## config.mk

```make
export PLATFORM = sky130hd
export DESIGN_NAME = tsr_ring_writer
export DESIGN_NICKNAME = d
export VERILOG_FILES = /design/src/rtl/tsr_pkg.sv /design/src/rtl/tsr_byte_packer.sv /design/src/rtl/tsr_hold_fifo.sv /design/src/rtl/tsr_mem_issue.sv /design/src/rtl/tsr_ctl_regs.sv /design/src/rtl/tsr_ring_writer.sv
export SDC_FILE = /design/constraint.sdc
export NUM_CORES = 1
export LEC_CHECK = 0
export ABC_AREA = 0
export BUFFER_PORTS_ARGS = -buffer_cell sky130_fd_sc_hd__buf_2
export CORE_MARGIN = 2
export CORE_UTILIZATION = 50
export DETAILED_ROUTE_END_ITERATION = 12
export PLACE_DENSITY_LB_ADDON = 0.05
export SYNTH_ARGS = -nofsm -noshare
export SYNTH_HDL_FRONTEND = slang
export SYNTH_SLANG_ARGS = --single-unit
```

## constraint.sdc

```tcl
create_clock -name clk -period 16.4 [get_ports clk]
set_input_delay 0.82 -clock clk [delete_from_list [all_inputs] [get_ports clk]]
set_output_delay 0.82 -clock clk [all_outputs]
set_load 0.005 [all_outputs]
```

## src/rtl/tsr_pkg.sv

```systemverilog
package tsr_pkg;
   localparam int CTL_RUN = 0;
   localparam int CTL_ERR = 1;
   localparam int CTL_IRQ = 9;
   localparam logic [31:0] CTL_WMASK = 32'h0000_0203;

   localparam logic [2:0] RA_SET     = 3'd0;
   localparam logic [2:0] RA_CLR     = 3'd1;
   localparam logic [2:0] RA_BASE_LO = 3'd2;
   localparam logic [2:0] RA_BASE_HI = 3'd3;
   localparam logic [2:0] RA_GEOM    = 3'd4;
   localparam logic [2:0] RA_TMO     = 3'd5;
   localparam logic [2:0] RA_HEAD_LO = 3'd6;
   localparam logic [2:0] RA_HEAD_HI = 3'd7;
endpackage

```

## src/rtl/tsr_byte_packer.sv

```systemverilog
module tsr_byte_packer #(
   parameter int DATA_W = 32
) (
   input  logic              clk,
   input  logic              rst_n,
   input  logic              run,
   input  logic              in_valid,
   input  logic [7:0]        in_data,
   input  logic              buf_full,
   output logic              word_push,
   output logic              word_drop,
   output logic [DATA_W-1:0] word_data
);
   localparam int BYTES = DATA_W / 8;
   localparam int BCW   = $clog2(BYTES);

   logic [DATA_W-1:0] acc_q;
   logic [BCW-1:0]    bcnt_q;
   logic              take, last;

   assign take = in_valid && run;
   assign last = take && (bcnt_q == BCW'(BYTES - 1));

   always_comb begin
      word_data = acc_q;
      word_data[8*bcnt_q +: 8] = in_data;
   end

   assign word_push = last && !buf_full;
   assign word_drop = last && buf_full;

   always_ff @(posedge clk or negedge rst_n) begin
      if (!rst_n) begin
         acc_q  <= '0;
         bcnt_q <= '0;
      end else if (take) begin
         acc_q[8*bcnt_q +: 8] <= in_data;
         bcnt_q <= last ? '0 : bcnt_q + 1'b1;
      end
   end
endmodule

```

## src/rtl/tsr_hold_fifo.sv

```systemverilog
module tsr_hold_fifo #(
   parameter int W     = 32,
   parameter int DEPTH = 4
) (
   input  logic         clk,
   input  logic         rst_n,
   input  logic         push,
   input  logic [W-1:0] din,
   input  logic         pop,
   output logic [W-1:0] dout,
   output logic         full,
   output logic         empty
);
   if (DEPTH < 1) begin : g_bad_depth
      $error("tsr_hold_fifo: DEPTH must be at least 1");
   end

   if (DEPTH == 1) begin : g_single
      logic         valid_q;
      logic [W-1:0] data_q;
      assign full  = valid_q;
      assign empty = !valid_q;
      assign dout  = data_q;
      always_ff @(posedge clk or negedge rst_n) begin
         if (!rst_n) begin
            valid_q <= 1'b0;
            data_q  <= '0;
         end else if (push) begin
            valid_q <= 1'b1;
            data_q  <= din;
         end else if (pop) begin
            valid_q <= 1'b0;
         end
      end
   end else begin : g_ring
      localparam int PW = $clog2(DEPTH);
      localparam int CW = $clog2(DEPTH + 1);
      logic [W-1:0]  mem_q [DEPTH];
      logic [PW-1:0] wp_q, rp_q;
      logic [CW-1:0] cnt_q;

      assign full  = (cnt_q == CW'(DEPTH));
      assign empty = (cnt_q == '0);
      assign dout  = mem_q[rp_q];

      always_ff @(posedge clk) begin
         if (push) mem_q[wp_q] <= din;
      end

      always_ff @(posedge clk or negedge rst_n) begin
         if (!rst_n) begin
            wp_q  <= '0;
            rp_q  <= '0;
            cnt_q <= '0;
         end else begin
            if (push) wp_q <= (wp_q == PW'(DEPTH - 1)) ? '0 : wp_q + 1'b1;
            if (pop)  rp_q <= (rp_q == PW'(DEPTH - 1)) ? '0 : rp_q + 1'b1;
            case ({push, pop})
               2'b10:   cnt_q <= cnt_q + 1'b1;
               2'b01:   cnt_q <= cnt_q - 1'b1;
               default: cnt_q <= cnt_q;
            endcase
         end
      end
   end


   no_push_when_full_chk: assert property (@(posedge clk) disable iff (!rst_n)
      push |-> !full);

   no_pop_when_empty_chk: assert property (@(posedge clk) disable iff (!rst_n)
      pop |-> !empty);
endmodule

```

## src/rtl/tsr_mem_issue.sv

```systemverilog
module tsr_mem_issue #(
   parameter int ADDR_W = 32,
   parameter int DATA_W = 32
) (
   input  logic              clk,
   input  logic              rst_n,
   input  logic              run,
   input  logic              fifo_empty,
   input  logic [DATA_W-1:0] fifo_dout,
   input  logic [ADDR_W-1:0] head_addr,
   output logic              pop,
   output logic              done,
   output logic              mem_req,
   output logic [ADDR_W-1:0] mem_addr,
   output logic [DATA_W-1:0] mem_wdata,
   input  logic              mem_ack
);
   logic              busy_q;
   logic [ADDR_W-1:0] addr_q;
   logic [DATA_W-1:0] data_q;
   logic              load;

   assign load      = !busy_q && run && !fifo_empty;
   assign pop       = load;
   assign done      = busy_q && mem_ack;
   assign mem_req   = busy_q;
   assign mem_addr  = addr_q;
   assign mem_wdata = data_q;

   always_ff @(posedge clk or negedge rst_n) begin
      if (!rst_n) begin
         busy_q <= 1'b0;
         addr_q <= '0;
         data_q <= '0;
      end else if (load) begin
         busy_q <= 1'b1;
         addr_q <= head_addr;
         data_q <= fifo_dout;
      end else if (done) begin
         busy_q <= 1'b0;
      end
   end


   req_hold_chk: assert property (@(posedge clk) disable iff (!rst_n)
      (mem_req && !mem_ack) |=> (mem_req && $stable(mem_addr) && $stable(mem_wdata)));

   no_start_stopped_chk: assert property (@(posedge clk) disable iff (!rst_n)
      !run |=> !$rose(mem_req));
endmodule

```

## src/rtl/tsr_ctl_regs.sv

```systemverilog
module tsr_ctl_regs
   import tsr_pkg::*;
#(
   parameter int ADDR_W    = 32,
   parameter int BYTES     = 4,
   parameter int TMO_W     = 32,
   parameter int GF_W      = 8,
   parameter int BASE_KEEP = 30
) (
   input  logic              clk,
   input  logic              rst_n,
   input  logic              reg_wr,
   input  logic [2:0]        reg_addr,
   input  logic [31:0]       reg_wdata,
   output logic [31:0]       reg_rdata,
   input  logic              done,
   input  logic              drop,
   output logic              run,
   output logic              irq,
   output logic [ADDR_W-1:0] head_addr
);
   localparam int BLK_W = 2 * GF_W;
   localparam int OFF_W = 3 * GF_W;

   logic [31:0]       ctl_q, base_lo_q, base_hi_q, geom_q, tmo_q;
   logic [OFF_W-1:0]  off_q;
   logic [BLK_W-1:0]  boff_q;
   logic [TMO_W-1:0]  tcnt_q;
   logic              dirty_q;

   logic [GF_W-1:0]   pkt_sz, pkt_per_blk, blk_cnt;
   logic [BLK_W-1:0]  blk_bytes;
   logic [OFF_W-1:0]  ring_len;
   logic [OFF_W:0]    off_nx;
   logic [BLK_W:0]    boff_nx;
   logic              ring_wrap, blk_last, tmo_fire, evt_irq;
   logic              wr_set, wr_clr, wr_base_lo;
   logic [31:0]       sw_set, sw_clr, hw_set, ctl_d;
   logic [ADDR_W-1:0] base_eff;

   assign pkt_sz      = geom_q[GF_W-1:0];
   assign pkt_per_blk = geom_q[2*GF_W-1:GF_W];
   assign blk_cnt     = geom_q[31 -: GF_W];
   assign blk_bytes   = BLK_W'(pkt_sz) * BLK_W'(pkt_per_blk);
   assign ring_len    = OFF_W'(blk_bytes) * OFF_W'(blk_cnt);

   assign off_nx    = {1'b0, off_q} + (OFF_W+1)'(BYTES);
   assign boff_nx   = {1'b0, boff_q} + (BLK_W+1)'(BYTES);
   assign ring_wrap = off_nx >= {1'b0, ring_len};
   assign blk_last  = done && (boff_nx >= {1'b0, blk_bytes});
   assign tmo_fire  = !done && run && dirty_q && (tcnt_q == TMO_W'(1));
   assign evt_irq   = blk_last || tmo_fire;

   assign wr_set     = reg_wr && (reg_addr == RA_SET);
   assign wr_clr     = reg_wr && (reg_addr == RA_CLR);
   assign wr_base_lo = reg_wr && (reg_addr == RA_BASE_LO);
   assign sw_set     = wr_set ? (reg_wdata & CTL_WMASK) : '0;
   assign sw_clr     = wr_clr ? (reg_wdata & CTL_WMASK) : '0;

   always_comb begin
      hw_set = '0;
      hw_set[CTL_IRQ] = evt_irq;
      hw_set[CTL_ERR] = drop;
   end
   assign ctl_d = ((ctl_q | sw_set) & ~sw_clr) | hw_set;

   assign base_eff  = ADDR_W'(base_lo_q[BASE_KEEP-1:0]) & ~ADDR_W'(BYTES - 1);
   assign head_addr = base_eff + ADDR_W'(off_q);
   assign run       = ctl_q[CTL_RUN];
   assign irq       = ctl_q[CTL_IRQ];

   always_comb begin
      case (reg_addr)
         RA_SET, RA_CLR: reg_rdata = ctl_q;
         RA_BASE_LO:     reg_rdata = base_lo_q;
         RA_BASE_HI:     reg_rdata = base_hi_q;
         RA_GEOM:        reg_rdata = geom_q;
         RA_TMO:         reg_rdata = tmo_q;
         RA_HEAD_LO:     reg_rdata = 32'(head_addr);
         default:        reg_rdata = base_hi_q;
      endcase
   end

   always_ff @(posedge clk or negedge rst_n) begin
      if (!rst_n) begin
         ctl_q     <= '0;
         base_lo_q <= '0;
         base_hi_q <= '0;
         geom_q    <= '0;
         tmo_q     <= '0;
         off_q     <= '0;
         boff_q    <= '0;
         tcnt_q    <= '0;
         dirty_q   <= 1'b0;
      end else begin
         ctl_q <= ctl_d;
         if (done) begin
            off_q  <= ring_wrap ? '0 : off_nx[OFF_W-1:0];
            boff_q <= blk_last ? '0 : boff_nx[BLK_W-1:0];
         end
         if (done)
            tcnt_q <= TMO_W'(tmo_q);
         else if (run && dirty_q && (tcnt_q != '0))
            tcnt_q <= tcnt_q - 1'b1;
         if (evt_irq)   dirty_q <= 1'b0;
         else if (done) dirty_q <= 1'b1;
         if (wr_base_lo) begin
            base_lo_q <= reg_wdata;
            off_q     <= '0;
            boff_q    <= '0;
         end
         if (reg_wr && (reg_addr == RA_BASE_HI)) base_hi_q <= reg_wdata;
         if (reg_wr && (reg_addr == RA_GEOM))    geom_q    <= reg_wdata;
         if (reg_wr && (reg_addr == RA_TMO))     tmo_q     <= reg_wdata;
      end
   end


   err_sticky_chk: assert property (@(posedge clk) disable iff (!rst_n)
      (ctl_q[CTL_ERR] && !sw_clr[CTL_ERR]) |=> ctl_q[CTL_ERR]);

   base_reload_chk: assert property (@(posedge clk) disable iff (!rst_n)
      wr_base_lo |=> (head_addr ==
         (ADDR_W'($past(reg_wdata[BASE_KEEP-1:0])) & ~ADDR_W'(BYTES - 1))));

   blk_irq_chk: assert property (@(posedge clk) disable iff (!rst_n)
      blk_last |=> irq);
endmodule

```

## src/rtl/tsr_ring_writer.sv

```systemverilog
module tsr_ring_writer #(
   parameter int ADDR_W     = 32,
   parameter int DATA_W     = 32,
   parameter int FIFO_DEPTH = 4,
   parameter int TMO_W      = 32,
   parameter int GF_W       = 8,
   parameter int BASE_KEEP  = 30
) (
   input  logic              clk,
   input  logic              rst_n,
   input  logic              in_valid,
   input  logic [7:0]        in_data,
   input  logic              reg_wr,
   input  logic [2:0]        reg_addr,
   input  logic [31:0]       reg_wdata,
   output logic [31:0]       reg_rdata,
   output logic              mem_req,
   output logic [ADDR_W-1:0] mem_addr,
   output logic [DATA_W-1:0] mem_wdata,
   input  logic              mem_ack,
   output logic              irq
);
   localparam int BYTES = DATA_W / 8;

   if ((DATA_W % 8) != 0 || BYTES < 2) begin : g_bad_data_w
      $error("tsr_ring_writer: DATA_W must be a multiple of 8, at least 16");
   end
   if (ADDR_W > 32 || ADDR_W < 3 * GF_W) begin : g_bad_addr_w
      $error("tsr_ring_writer: ADDR_W must cover the ring and fit 32 bits");
   end
   if (TMO_W > 32 || 3 * GF_W > 32 || BASE_KEEP > 32) begin : g_bad_fields
      $error("tsr_ring_writer: field widths exceed the 32-bit registers");
   end

   logic              run, done, pop, drop, push, full, empty;
   logic [DATA_W-1:0] word, fifo_dout;
   logic [ADDR_W-1:0] head_addr;

   tsr_byte_packer #(.DATA_W(DATA_W)) u_pack (
      .clk(clk), .rst_n(rst_n), .run(run), .in_valid(in_valid),
      .in_data(in_data), .buf_full(full), .word_push(push),
      .word_drop(drop), .word_data(word));

   tsr_hold_fifo #(.W(DATA_W), .DEPTH(FIFO_DEPTH)) u_hold (
      .clk(clk), .rst_n(rst_n), .push(push), .din(word), .pop(pop),
      .dout(fifo_dout), .full(full), .empty(empty));

   tsr_mem_issue #(.ADDR_W(ADDR_W), .DATA_W(DATA_W)) u_issue (
      .clk(clk), .rst_n(rst_n), .run(run), .fifo_empty(empty),
      .fifo_dout(fifo_dout), .head_addr(head_addr), .pop(pop), .done(done),
      .mem_req(mem_req), .mem_addr(mem_addr), .mem_wdata(mem_wdata),
      .mem_ack(mem_ack));

   tsr_ctl_regs #(.ADDR_W(ADDR_W), .BYTES(BYTES), .TMO_W(TMO_W),
                  .GF_W(GF_W), .BASE_KEEP(BASE_KEEP)) u_ctl (
      .clk(clk), .rst_n(rst_n), .reg_wr(reg_wr), .reg_addr(reg_addr),
      .reg_wdata(reg_wdata), .reg_rdata(reg_rdata), .done(done),
      .drop(drop), .run(run), .irq(irq), .head_addr(head_addr));
endmodule

```

======== Yosys cells after proc, flatten, opt, wreduce, memory -nomap -nowiden ========
Memories as Yosys holds them, arrays and structs flattened. A register that Yosys moved wholly into a read port is not among the register bits.
Index checks and enable logic that the tools add are counted.
storage, ports and cells
  flip-flop bits (word level) ............. 307
  latch bits .............................. 0
  RAM bits ................................ 128
  memory bits (read-only) ................. 0
  bits of input ports ..................... 48
  output and inout port bits .............. 98
  logic and storage cells ................. 106
  memories ................................ 1
memory list
  memory               words  bits a word  rd ports  clocked after Yosys merged registers in  write ports  RTL line             source
  u_hold.g_ring.mem_q  4      32           1         1                                        1            tsr_hold_fifo.sv:38  logic [W-1:0] mem_q [DEPTH];
cells by class
  $add $sub $neg .......................... 10
  $mul .................................... 2
  div/mod/pow operators ................... 0
  order comparisons ....................... 2
  equal/unequal tests ..................... 13
  shift-type cells ........................ 2
  muxes and demuxes ....................... 22
  bitwise logic cells ..................... 4
  reductions and logical operators ........ 34
operators by type and width
  kind                     number
  $pmux 32 s5              1
  $mux 24                  3
  $mux 32                  2
  $mux 16                  3
  $neg 5->34               1
  $shift 8x34->32 const A  1
  $shiftx 8x34->32         1
  $and 32x32->32           1
  $bwmux 32                1
  $eq 32x1->1 const B      1
  $not 32->32              1
  $or 32x10->32            1
  $or 32x32->32            1
  $reduce_bool 32->1       1
  $sub 32x1->32 const B    1
  $add 30x24->31           1
  $add 24x3->25 const B    1
  $ge 25x24->1             1
  $mul 16x8->24            1
  $mux 10                  2
  $logic_and 1x1->1        19
  $add 16x3->17 const B    1
  $ge 17x16->1             1
  $mul 8x8->16             1
  16 further kinds         41

======== Depth between registers and ports, before layout ========
  depth in word-level cells ............... 7
  depth in mapped cells ................... 41
  mapped depth without buffers ............ 38

======== Modules after synthesis ========
From an unflattened synthesis, not the netlist that was laid out.
unflattened totals
  cell total of the unflattened synthesis .. 2378
  area, all modules ....................... 27385.0 um^2
by module, submodules not included
  module           times used  cells each  area each (um^2)  seq. area each (um^2)
  tsr_ctl_regs     1           1862        17952.2           5004.8
  tsr_hold_fifo    1           206         5084.9            4018.9
  tsr_mem_issue    1           140         2439.8            1626.6
  tsr_byte_packer  1           170         1908.1            850.8

======== Worst setup path after synthesis ========
Ideal clock, no wire load.
  path kind ............................... reg-to-reg
  start ................................... register u_ctl.geom_q[15]
  end ..................................... register u_ctl.off_q[23]
  setup time .............................. 0.129 ns
  data arrival time ....................... 9.651 ns
  data required time ...................... 16.271 ns
  setup slack ............................. 6.620 ns
  stages on the path, launching flop included .. 40
  path buffers ............................ 4
  period minus slack after synthesis ...... 9.780 ns
  cells stage by stage .................... dfrtp_1 clkbuf_1 and2_1 fa_1 fa_1 fa_1 inv_1 fa_1 inv_1 ha_1 o21a_1 nor2_1 a21oi_1 a211o_1 o31ai_1 buf_2 mux2i_1 fa_1 [4 not listed] inv_1 ha_1 a21o_1 a21oi_1 nor2b_1 a221o_1 o21bai_1 a21oi_1 xor2_1 ha_1 nand4_1 nor3_1 o211ai_1 a211oi_1 or3b_1 buf_2 buf_6 o22ai_2
on the way
  cells in the longest elaborated chain, start to end .. 6
RTL lines
  what                    RTL line             source
  start, declared         tsr_ctl_regs.sv:25   logic [31:0] ctl_q, base_lo_q, base_hi_q, geom_q, tmo_q;
  start signal, assigned  tsr_ctl_regs.sv:113  if (reg_wr && (reg_addr == RA_GEOM)) geom_q <= reg_wdata;
  $mul 8x8->16            tsr_ctl_regs.sv:44   assign blk_bytes = BLK_W'(pkt_sz) * BLK_W'(pkt_per_blk);
  $mul 16x8->24           tsr_ctl_regs.sv:45   assign ring_len = OFF_W'(blk_bytes) * OFF_W'(blk_cnt);
  $ge 25x24->1            tsr_ctl_regs.sv:49   assign ring_wrap = off_nx >= {1'b0, ring_len};
  $mux 24                 tsr_ctl_regs.sv:98   off_q <= ring_wrap ? '0 : off_nx[OFF_W-1:0];
  $mux 24                 tsr_ctl_regs.sv:97   if (done) begin
  $mux 24                 tsr_ctl_regs.sv:107  if (wr_base_lo) begin
  end signal, assigned    tsr_ctl_regs.sv:98
  end, declared           tsr_ctl_regs.sv:26   logic [OFF_W-1:0] off_q;
No other way between the ends. The select of a mux whose other input is x is not followed.
A chain may end at the register's enable or synchronous reset.

======== Worst setup path in the final report ========
  start ................................... register u_ctl.geom_q[0]
  end ..................................... register u_ctl.off_q[11]
The elaborated chain is that of the path after synthesis.

==> metrics.yaml <==
outcome: "finished, final reports clean"
synthCells: 2670
pin_count: 146
r2r_end: "u_ctl.off_q[11]"
max-cap-violations: 0
cts_tree: "done"
drt-total-wl_microns: 74380
rows: 85
crit_family: "adder cells"
clock-root-buffer: "clkbuf_16"
dieArea_sq_um: 56930
setup_tns_ps: 0
clkLatencyLatePin_ps: 620
vias: 20252
start_util: 0.5084
setup.worst_path.end_class: "flip-flop"
crit_slowest_cell: "a211oi_1"
ys_seq_area_frac: 0.4152
fin_crit_sh: 0.7007
path_max_fanout: 18
cts.path.max_buffers: 3
grt_antenna_before_repair: 4
drc: 0
synth_top_flop_cell: "dfrtp_1"
synth.area.top_cells: "dfrtp_1 (28%), edfxtp_1 (14%), fa_1 (8.9%)"
yosysTopAreaCell: "dfrtp_1"
synth_top_area_frac: 0.2755
worst_slew_pin_slew_ps: 1118
layout-drive-gt1-share: 0.1663
min_period_ps: 11490
worstSetupPathType: "reg -> reg"
rsz0062_at_grt: "no"
hp-class: "in -> async"
cts_resized: 0
port_buffers: 142
ys_seq_elements: 431
grt_usage: 0.2696
rr_worst_depth: 32
dr.pass1.iters: 5
cts_num_sinks: 431
grt_remaining_overflow: 0
worst_path_largest_cell_delay_ps: 890
htreeDepth: 2
grt_pass1_wl_microns: 119300
coreArea_sq_um: 54130
wl_per_cell_microns: 21.22
async_flop_share: 0.7030
clk_pin_slew_worst_paths_ps: 60
maxSlewViolCount: 0
r2r_start: "u_ctl.geom_q[0]"
grt_pass1_vias: 20660
grt_max_degree: 150
finalClockSkew_ps: 27.01
crit_required_ps: 16840
synth_edf_count: 128
yosys_warnings: 0
cp_common_cell: "fa_1"
syn_area_per_cell_sq_um: 10.31
slew-limit-headroom: 0.2499
die_w_microns: 238.6
dieHeight_microns: 238.6
synthesis.area_sq_um: 27520
critPathArrivalTime_ps: 11940
avgViaCountPerCell: 5.778
area_growth_pct: 11.41
detail-route-antenna-nets: 0
ff2ff_setup_slack_ps: 4910
setup_viol: 0
critPathLaunchType: "flip-flop"
synth_cell_type_count: 85
place.gp.congestion: 0.9078
nNetsFinal: 3090
hold_viol: 0
post_cts_buffers: 0
hold_buffers: 0
crit_buf_inv: 3
cts_buffers: 49
hpwlAfterDp_microns: 52930
drt-initial-drc-count: 1257
fmax_mhz: 87.02
## layout make-up
type	count	area (sq um)
Fill cell	4753	23470
Multi-Input combinational cell	1882	14760
Sequential cell	431	11430
Clock buffer	68	1459
Timing Repair Buffer	175	980.9
Tap cell	696	870.8
Inverter	228	855.8
Clock inverter	24	305.3
Antenna cell	1	2.502
## layout by cell type, fill, tap and decap left out, types with 10 or more instances in the layout
cell,netlist,final
o21bai_1,10,10
fa_1,122,122
inv_1,228,227
a22o_1,17,17
a21o_1,39,39
mux2i_1,13,13
o21ai_0,146,146
nand2_1,404,404
a221oi_1,22,22
ha_1,153,153
nor2_1,92,90
nand2b_1,15,15
clkinv_2,0,10
mux4_2,32,32
buf_4,3,32
a31oi_1,12,12
nor2b_1,17,16
and2_1,144,144
mux2_2,136,136
clkbuf_8,0,14
xnor2_1,64,64
buf_2,10,141
clkbuf_16,0,50
dfrtp_1,303,302
a211oi_1,12,12
xor2_1,46,46
or3_1,19,19
and3_1,17,16
edfxtp_1,128,128
nand3_1,41,41
o21ai_1,10,10
nand4_1,18,18
nor3_1,28,27
a21oi_1,120,120
## worst register-to-register path, delay by kind of cell, from the launching register on
kind,cells,cell delay (ps)
AO/OA/AOI/OAI,10,2800
XOR/XNOR,2,830
adder cells (fa/ha/maj),11,4980
buffers and inverters,3,170
flip-flops,1,730
AND/OR/NAND/NOR,6,1860
## cells by family (layout without fill, tap and decap cells)
group | count (synthesis) | count (layout) | synth area share
xor gates and xnor gates | 110 | 110 | 0.03501
muxes | 181 | 181 | 0.08656
and+or+nand+nor | 848 | 848 | 0.1484
adders and majority gates | 275 | 275 | 0.1583
DFF | 431 | 431 | 0.4152
buffers and inverters | 359 | 495 | 0.05042
other | 1 | 4 | 0.0001363
AOI/OAI and AO/OA | 465 | 465 | 0.1059
## synthesized netlist by cell type (18+ instances only)
cell type  count
a21o_1        39
a21oi_1      120
a221oi_1      22
and2_1       144
clkbuf_1     106
dfrtp_1      303
edfxtp_1     128
fa_1         122
ha_1         153
inv_1        228
mux2_2       136
mux4_2        32
nand2_1      404
nand3_1       41
nand4_1       18
nor2_1        92
nor3_1        28
o21ai_0      146
or3_1         19
xnor2_1       64
xor2_1        46
## stage by stage
stage / instance area [sq um] / setup slack, ps / utilization / hold WS, ps / std cells
after floorplan: 27530 / 6620 / - / 454.8 / 2672
after global placement: 28890 / 5330 / 0.5337 / 454.0 / 3412
after detailed placement: 28890 / 4870 / 0.5337 / 456.8 / 3412
after CTS: 30660 / 4861 / 0.5663 / 263.4 / 3504
after global routing: 30660 / 4087 / 0.5663 / 280.4 / 3504
final: 30660 / 4909 / 0.5664 / 238.3 / 3505
## worst max path at each step
stage,start,to,slack (ps),cells after the start
finish,u_ctl.geom_q[0],u_ctl.off_q[11],4910,32
global placement,u_ctl.geom_q[0],u_ctl.off_q[23],5330,34
detailed placement,u_ctl.geom_q[0],u_ctl.off_q[11],4870,32
global route,u_ctl.geom_q[0],u_ctl.off_q[2],4090,32
floorplan,u_ctl.geom_q[15],u_ctl.off_q[23],6620,39
CTS,u_ctl.geom_q[0],u_ctl.off_q[11],4860,32
## per-layer routing
layer / vias up / part of all wire / GRT usage
li1: 9338 / - / -
met3: 118 / 0.051 / 0.03487
met2: 544 / 0.47 / 0.4302
met1: 10250 / 0.46 / 0.3902
met5: - / 0.00017 / 0
met4: 2 / 0.025 / 0.07083
## registers in the layout, indices dropped and copies added (netlist names)
register / count
u_ctl.base_hi_q: 32
u_ctl.base_lo_q: 32
u_ctl.boff_q: 14
u_ctl.ctl_q: 3
u_ctl.dirty_q: 1
u_ctl.geom_q: 32
u_ctl.off_q: 22
u_ctl.tcnt_q: 32
u_ctl.tmo_q: 32
u_hold.g_ring.cnt_q: 3
u_hold.g_ring.mem_q: 128
u_hold.g_ring.rp_q: 2
u_hold.g_ring.wp_q: 2
u_issue.mem_addr: 29
u_issue.mem_req: 1
u_issue.mem_wdata: 32
u_pack.acc_q: 32
u_pack.bcnt_q: 2
Power is left out: the tool's default activity adds up to more than one toggle a clock period on the data nets, which glitch-free logic cannot reach.
